**src/rtl/banked_irq_ctrl.sv**
```systemverilog
module banked_irq_ctrl #(
  parameter int NUM_BANKS   = 3,
  parameter int SRST_CYCLES = 4,
  parameter logic [7:0] REVISION = 8'h10
) (
  input  logic                      clk,
  input  logic                      rst_n,
  input  logic [7:0]                bus_addr,
  input  logic                      bus_we,
  input  logic [31:0]               bus_wdata,
  output logic [31:0]               bus_rdata,
  input  logic [NUM_BANKS*32-1:0]   irq_lines,
  output logic                      irq_out
);
  localparam int NLINES = NUM_BANKS * 32;
  localparam int CW     = $clog2(SRST_CYCLES + 1);
  localparam logic [7:0] OFF_REV  = 8'h00;
  localparam logic [7:0] OFF_CFG  = 8'h10;
  localparam logic [7:0] OFF_STAT = 8'h14;
  localparam logic [7:0] OFF_CTRL = 8'h48;
  localparam logic [7:0] OFF_CLR  = 8'h88;
  localparam logic [7:0] OFF_SET  = 8'h8C;
  localparam logic [7:0] OFF_PEND = 8'h98;
  localparam logic [7:0] STRIDE   = 8'h20;

  logic [NLINES-1:0] mask_q;
  logic [NLINES-1:0] pend;
  logic [CW-1:0]     srst_cnt;
  logic              autoidle_q;
  logic              ack_q;
  logic              busy;
  logic              wr_cfg, wr_ack, start_srst;

  assign busy       = (srst_cnt != '0);
  assign pend       = irq_lines & ~mask_q;
  assign irq_out    = (|pend) && !ack_q;
  assign wr_cfg     = bus_we && (bus_addr == OFF_CFG) && !busy;
  assign wr_ack     = bus_we && (bus_addr == OFF_CTRL) && bus_wdata[0];
  assign start_srst = wr_cfg && bus_wdata[1];

  always_ff @(posedge clk or negedge rst_n) begin
    if (!rst_n) begin
      mask_q     <= '1;
      autoidle_q <= 1'b0;
      srst_cnt   <= '0;
      ack_q      <= 1'b0;
    end else begin
      ack_q <= wr_ack;
      if (busy) srst_cnt <= srst_cnt - 1'b1;
      if (start_srst) begin
        mask_q     <= '1;
        autoidle_q <= 1'b0;
        srst_cnt   <= CW'(SRST_CYCLES);
      end else begin
        if (wr_cfg) autoidle_q <= bus_wdata[0];
        if (bus_we && !busy) begin
          for (int b = 0; b < NUM_BANKS; b++) begin
            if (bus_addr == OFF_SET + 8'(b) * STRIDE)
              mask_q[b*32 +: 32] <= mask_q[b*32 +: 32] | bus_wdata;
            if (bus_addr == OFF_CLR + 8'(b) * STRIDE)
              mask_q[b*32 +: 32] <= mask_q[b*32 +: 32] & ~bus_wdata;
          end
        end
      end
    end
  end

  always_comb begin
    bus_rdata = '0;
    case (bus_addr)
      OFF_REV:  bus_rdata = {24'h0, REVISION};
      OFF_CFG:  bus_rdata = {30'h0, busy, autoidle_q};
      OFF_STAT: bus_rdata = {31'h0, !busy};
      default: begin
        for (int b = 0; b < NUM_BANKS; b++) begin
          if (bus_addr == OFF_SET + 8'(b) * STRIDE || bus_addr == OFF_CLR + 8'(b) * STRIDE)
            bus_rdata = mask_q[b*32 +: 32];
          if (bus_addr == OFF_PEND + 8'(b) * STRIDE)
            bus_rdata = pend[b*32 +: 32];
        end
      end
    endcase
  end

  // an accepted acknowledge keeps the request low in the next cycle
  a_r7_ack_blocks: assert property (@(posedge clk) disable iff (!rst_n)
    wr_ack |=> !irq_out);
  // the request never rises without an unmasked active line
  a_r6_out_needs_line: assert property (@(posedge clk) disable iff (!rst_n)
    irq_out |-> |(irq_lines & ~mask_q));
  // a soft reset leaves every line masked and autoidle off
  a_r9_srst_restores: assert property (@(posedge clk) disable iff (!rst_n)
    start_srst |=> (&mask_q && !autoidle_q && busy));
  // masks are frozen while the soft reset runs
  a_r10_mask_frozen: assert property (@(posedge clk) disable iff (!rst_n)
    busy |=> $stable(mask_q));
  // the busy counter never exceeds its load value
  a_r9_cnt_bounded: assert property (@(posedge clk) disable iff (!rst_n)
    srst_cnt <= CW'(SRST_CYCLES));
endmodule

```
**config.mk**
```make
export PLATFORM = sky130hd
export DESIGN_NAME = banked_irq_ctrl
export DESIGN_NICKNAME = d
export VERILOG_FILES = /design/src/rtl/banked_irq_ctrl.sv
export SDC_FILE = /design/constraint.sdc
export NUM_CORES = 1
export LEC_CHECK = 0
export ABC_AREA = 1
export BUFFER_PORTS_ARGS = -buffer_cell sky130_fd_sc_hd__buf_2
export CAP_MARGIN = 20
export CORE_ASPECT_RATIO = 1.4
export CORE_UTILIZATION = 35
export DETAILED_ROUTE_END_ITERATION = 8
export PLACE_DENSITY_LB_ADDON = 0.08
export SLEW_MARGIN = 20
export SYNTH_ARGS = -nofsm -noshare
export SYNTH_HDL_FRONTEND = slang
export SYNTH_SLANG_ARGS = --single-unit
```
**constraint.sdc**
```tcl
create_clock -name clk -period 1.85 [get_ports clk]
set_input_delay 0.37 -clock clk [delete_from_list [all_inputs] [get_ports clk]]
set_output_delay 0.37 -clock clk [all_outputs]
set_load 0.005 [all_outputs]
```
==> metrics, run 1 <==
Setup-failing EPs final=33; Via density=5.134; core area=21940 um2; Slew @ Worst Pin=573.7 ps; Max VDD drop=0.0004618 V; TritonCTS buffer count=9; flop and latch count out of synthesis=101; WL/cell=18.55 um; Root Buffer=clkbuf_16; die height=179.1 um; Final Slew Violations=0; count leader, synth=nand2_1; Period minus WS final=2219 ps; CTS tree=done; placed cells=1799; boundary pin count=172; Top FF cell, synth=dfstp_2; Die Footprint=23020 um2; Final ANT Viol Nets=0; CP arrival=1850 ps; final std cells w/o fill=1879; DP Worst Slack=-340.1 ps; post-synth net total=1427; DRT iter0 DRCs=586; share of the synthesized area in the top cell type=0.3216; final wirelength=34.86 mm; mapped cell area=7843 um2; Area contributors post-synth=dfstp_2, nand2_1, o21ai_0; initial antenna violation count=1; final worst setup slack=-369.0 ps; type of the worst min-delay path=input port to flop; ANT cells=0; hold_ws=279.4 ps; DR vias=9647; Layout area overhead=53.05%; vias in the first global route=9483; FF/Latch Area=2648 um2; gpl congestion=0.8433; Setup Crit Path Kind=flop to output pin; Avg Inst Size Synth=6.098 um2; startpoint type of the worst setup path=flop; status=finished with violations; sequential share of the synthesized area=0.3376; row count=64; post-synth cell types=27; clk slew on worst S/H paths=80 ps; nets=1718; H-tree levels=3; Layout Skew=13.19 ps; Sum Neg Setup Slack=-7422 ps; top cells by count, synth=nand2_1, inv_1, o21ai_0, dfstp_2, a21oi_1; Pwr Density=570.6 nW/um2; initial core utilization=0.3574; share of cells above drive strength 1=0.4064; ys async rst share=1.000; # DRC=0; area leader, netlist=dfstp_2; Tcrit/Tclk final=1.199; Die X=128.5 um; area of the multi-input gates=4778 um2; Clock Latency Late Sink=360 ps; fill cell count=2215; Final Hold Fails=0; Post-synth EDFFs=0; 1st-pass router iterations=5; Lkg Pwr=6.272 nW; RSZ-0062 raised after global routing=yes; Setup crit end kind=output pin; Slew HR=0.6140; largest net degree at the start of global routing=47; max-cap viol count=0; Yosys Warn Count=0; Longest Clk Path Bufs=2; Sinks on Clock Net=101; global-route wire length before repair=51.69 mm; Total GRT Usage=0.3027; I/O Buffers=171; CP Max Fanout=2; placed wire-length estimate=22.37 mm; GRT overflow=0; Synth Instances=1286; Max Fclk=450.7 MHz; Util after Layout=0.5470; violated checks=negative setup slack; CP required=1480 ps
## what timing repair did
item | CTS | global route
gates resized for setup | 182 | 136
pin swaps | 74 | 69
buffers inserted | 36 | 19
endpoints found under the setup margin | 33 | 100
cloned | 15 | 5
hold buffers | 1 | 0
hold endpoints to repair | 4 | 0
## cells by family after synthesis
kind of cell / share of synthesized area
fa+ha+maj: 0.003190
buf+inv: 0.1292
simple gates: 0.3113
flops: 0.3376
xor+xnor: 0.001117
compound gates: 0.2176
## through the flow
stage	cell area, um2	power [mW]
finish	12000	6.848
detailed placement	9905	4.157
floorplan	7843	3.444
global placement	9905	4.137
CTS	11540	6.697
global route	12000	7.174
## cells in the final DEF, fill, tap and decap left out, drive strengths merged
| cell | Yosys | layout |
|---|---|---|
| o31ai | 2 | 2 |
| a21oi | 91 | 91 |
| nor2 | 79 | 79 |
| nand4 | 16 | 16 |
| clkinv | 0 | 2 |
| dlygate4sd3 | 0 | 1 |
| clkbuf | 27 | 16 |
| xnor2 | 1 | 1 |
| nor4 | 1 | 1 |
| bufinv | 0 | 3 |
| dfrtp | 5 | 5 |
| buf | 41 | 342 |
| inv | 180 | 179 |
| nor3 | 4 | 4 |
| o21ai | 244 | 244 |
| ha | 2 | 2 |
| nand2 | 418 | 418 |
| o211ai | 2 | 2 |
| nand3 | 76 | 76 |
| or2 | 1 | 1 |
| clkinvlp | 0 | 1 |
| dfstp | 96 | 96 |
## sequential cells by signal (all words and copies together), names as in the netlist
name,count
mask_q,96
srst_cnt,3
autoidle_q,1
ack_q,1
## where the power goes
group | switching [mW] | total [mW] | internal (mW)
Sequential | 0.139 | 2.74 | 2.60
Clock | 0.981 | 2.38 | 1.40
Combinational | 0.985 | 1.73 | 0.743
## worst max-delay path, cell delays in order (launching register included)
cell     delay (ps)
dfstp_2         530
inv_1            50
nand2_1         180
nand4_1         140
nor2_2          170
nand2_1          80
nor2_1          120
a21oi_1          80
buf_2           150
## final cells by class
class / instances / area share
Clock buffer: 11 / 0.02106
Clock inverter: 5 / 0.008861
Inverter: 180 / 0.05754
Multi-Input combinational cell: 937 / 0.3981
Sequential cell: 101 / 0.2206
Tap cell: 297 / 0.03096
Timing Repair Buffer: 348 / 0.2629
## path summary, 6_finish.rpt
kind | from | to | slack (ps) | cells past startpoint
setup / recovery | mask_q[71] | irq_out | -370 | 8
hold reg to reg | mask_q[64] | mask_q[64] | 480 | 2
min in group asynchronous | rst_n | srst_cnt[1] | 500 | 2
setup reg to reg | srst_cnt[0] | mask_q[91] | 60 | 12
max in group asynchronous | rst_n | mask_q[7] | 730 | 3
hold / removal | bus_wdata[8] | mask_q[8] | 280 | 3
## routing by layer
metal	GRT usage	up-vias	share of wire
li1	-	4709	-
met1	0.3379	4520	0.38
met2	0.5601	342	0.52
met3	0.03014	76	0.051
met4	0.1632	0	0.048
met5	0	-	0
Power figures use the tool's default switching activity.
==> run 2, diff against run 1 <==
BUFFER_PORTS_ARGS = -buffer_cell sky130_fd_sc_hd__clkbuf_2   (was -buffer_cell sky130_fd_sc_hd__buf_2)
SKIP_LAST_GASP = 1   (was not set)
==> metrics, run 2 (same netlist as run 1, synthesis figures left out) <==
final wirelength=35.95 mm; largest net degree at the start of global routing=69; CP required=1480 ps; largest registers=mask_q (96), srst_cnt (3); Reg-to-Reg Start=mask_q[16]; Final ANT Viol Nets=0; met3 usage=0.03163; CP Launch Point=mask_q[33]; Max Fclk=453.5 MHz; total power=7.047 mW; placed cells=1833; Tcrit/Tclk final=1.192; Worst Path Buf+Inv=2; share of cells above drive strength 1=0.4218; Cell Int Power=4.884 mW; initial core utilization=0.3574; capturing point of the worst reg2reg path=mask_q[16]; Hold Path Stages=3; CP max-delay cell=dfstp_2; Period minus WS final=2205 ps; Hold Path Sink=mask_q[8]; Layout Skew=8.023 ps; core area=21940 um2; Layout area overhead=57.29%; DRT iter0 DRCs=593; RSZ-0062 raised after global routing=yes; die height=179.1 um; Total GRT Usage=0.3076; GRT overflow=0; TritonCTS buffer count=9; CTS tree=done; Clock Latency Late Sink=360 ps; Final Hold Fails=0; CP Max Fanout=3; combinational share of power=0.273; M2 GR Usage=0.5662; GR Util met1=0.3576; Die X=128.5 um; Lkg Pwr=6.551 nW; most common cell after layout, fill and taps aside=nand2_1; Sinks on Clock Net=101; I/O Buffers=171; nets=1772; Final Slew Violations=0; Slew @ Worst Pin=407.0 ps; boundary pin count=172; GRT Max-Usage Layer=met2; CP arrival=1830 ps; Slew HR=0.7261; CP Cell Sequence=inv_1 -> nand2_2 -> nand2_2 -> nor2_4 -> nand2_1 -> nor2_2 -> nand2_1 -> nor2_2 -> a21oi_2 -> clkbuf_2; initial antenna violation count=0; largest register by flop count=mask_q; Reg power frac=0.388; Longest Clk Path Bufs=2; Cell Area, Placed=10120 um2; final worst setup slack=-354.9 ps; worst hold path startpoint=bus_wdata[8]; clock share of power=0.338; ANT cells=0; Pwr Density=571.2 nW/um2; max-cap viol count=0; DR vias=9950; Max VDD drop=0.0004817 V; violated checks=negative setup slack; Sum Neg Setup Slack=-5590 ps; clk slew on worst S/H paths=80 ps; max reg flops=96; final std cells w/o fill=1933; Final Cell Area=12340 um2; Setup-failing EPs final=33; gpl congestion=0.8818; global-route wire length before repair=52.66 mm; startpoint type of the worst setup path=flop; # DRC=0; Die Footprint=23020 um2; Util after Layout=0.5622; hold_ws=275.6 ps; placed wire-length estimate=22.60 mm; 1st-pass router iterations=6; Switch Pwr=2.162 mW; sw frac=0.3069; WL/cell=18.60 um; Reg2Reg Setup Slack=90 ps; Critical Path Max Stage Delay=560 ps; most frequent cells in the layout=nand2_1, inv_1, buf_4; Root Buffer=clkbuf_16; Setup Crit Path Kind=flop to output pin; DP Worst Slack=-344.5 ps; vias in the first global route=9518; row count=64; type of the worst min-delay path=input port to flop; Via density=5.147; CP delay by family, top=simple AND/OR/NAND/NOR gates; R2R cell count=11; Setup crit end kind=output pin; status=finished with violations; H-tree levels=3
-- run 2: final cells by class --
| class | instances | area [um2] |
|---|---|---|
| Tap cell | 297 | 371.6 |
| Inverter | 180 | 700.7 |
| Multi-Input combinational cell | 937 | 4778 |
| Clock inverter | 5 | 106.4 |
| Clock buffer | 11 | 252.7 |
| Timing Repair Buffer | 402 | 3478 |
| Fill cell | 2208 | 9605 |
| Sequential cell | 101 | 2648 |
-- run 2: what timing repair did --
| action | 4_1_cts | 5_1_grt |
|---|---|---|
| hold endpoints to repair | 4 | 0 |
| endpoints found under the setup margin | 129 | 105 |
| cloned | 13 | 8 |
| pin swaps | 77 | 100 |
| buffers inserted | 72 | 27 |
| hold buffers | 1 | 0 |
| gates resized for setup | 140 | 171 |
-- run 2: tightest hold or removal path, delay by kind of cell --
kind | cells | cell delay (ps)
simple gates | 1 | 60
compound gates | 1 | 90
buf+inv | 1 | 100
-- run 2: power by group through the flow --
stage	logic, mW	clock network, mW	registers, mW
after floorplan	0.738	0	2.71
after global placement	1.53	0	2.73
after detailed placement	1.54	0	2.73
after CTS	1.82	2.42	2.72
after global routing	2.13	2.49	2.76
final	1.93	2.38	2.74
-- run 2: worst max path at each step --
stage	end	slack, ps	cells past startpoint
6_report	irq_out	-350	10
5_1_grt	irq_out	-430	10
4_1_cts	irq_out	-410	10
3_5_place_dp	bus_rdata[17]	-340	13
3_3_place_gp	bus_rdata[17]	-340	13
2_1_floorplan	bus_rdata[10]	80	8
-- run 2: metal layers --
layer | wire [um] | vias to the layer above
li1 | - | 4819
met1 | 13980 | 4661
met2 | 18790 | 380
met3 | 1795 | 90
met4 | 1382 | 0
met5 | 0 | -
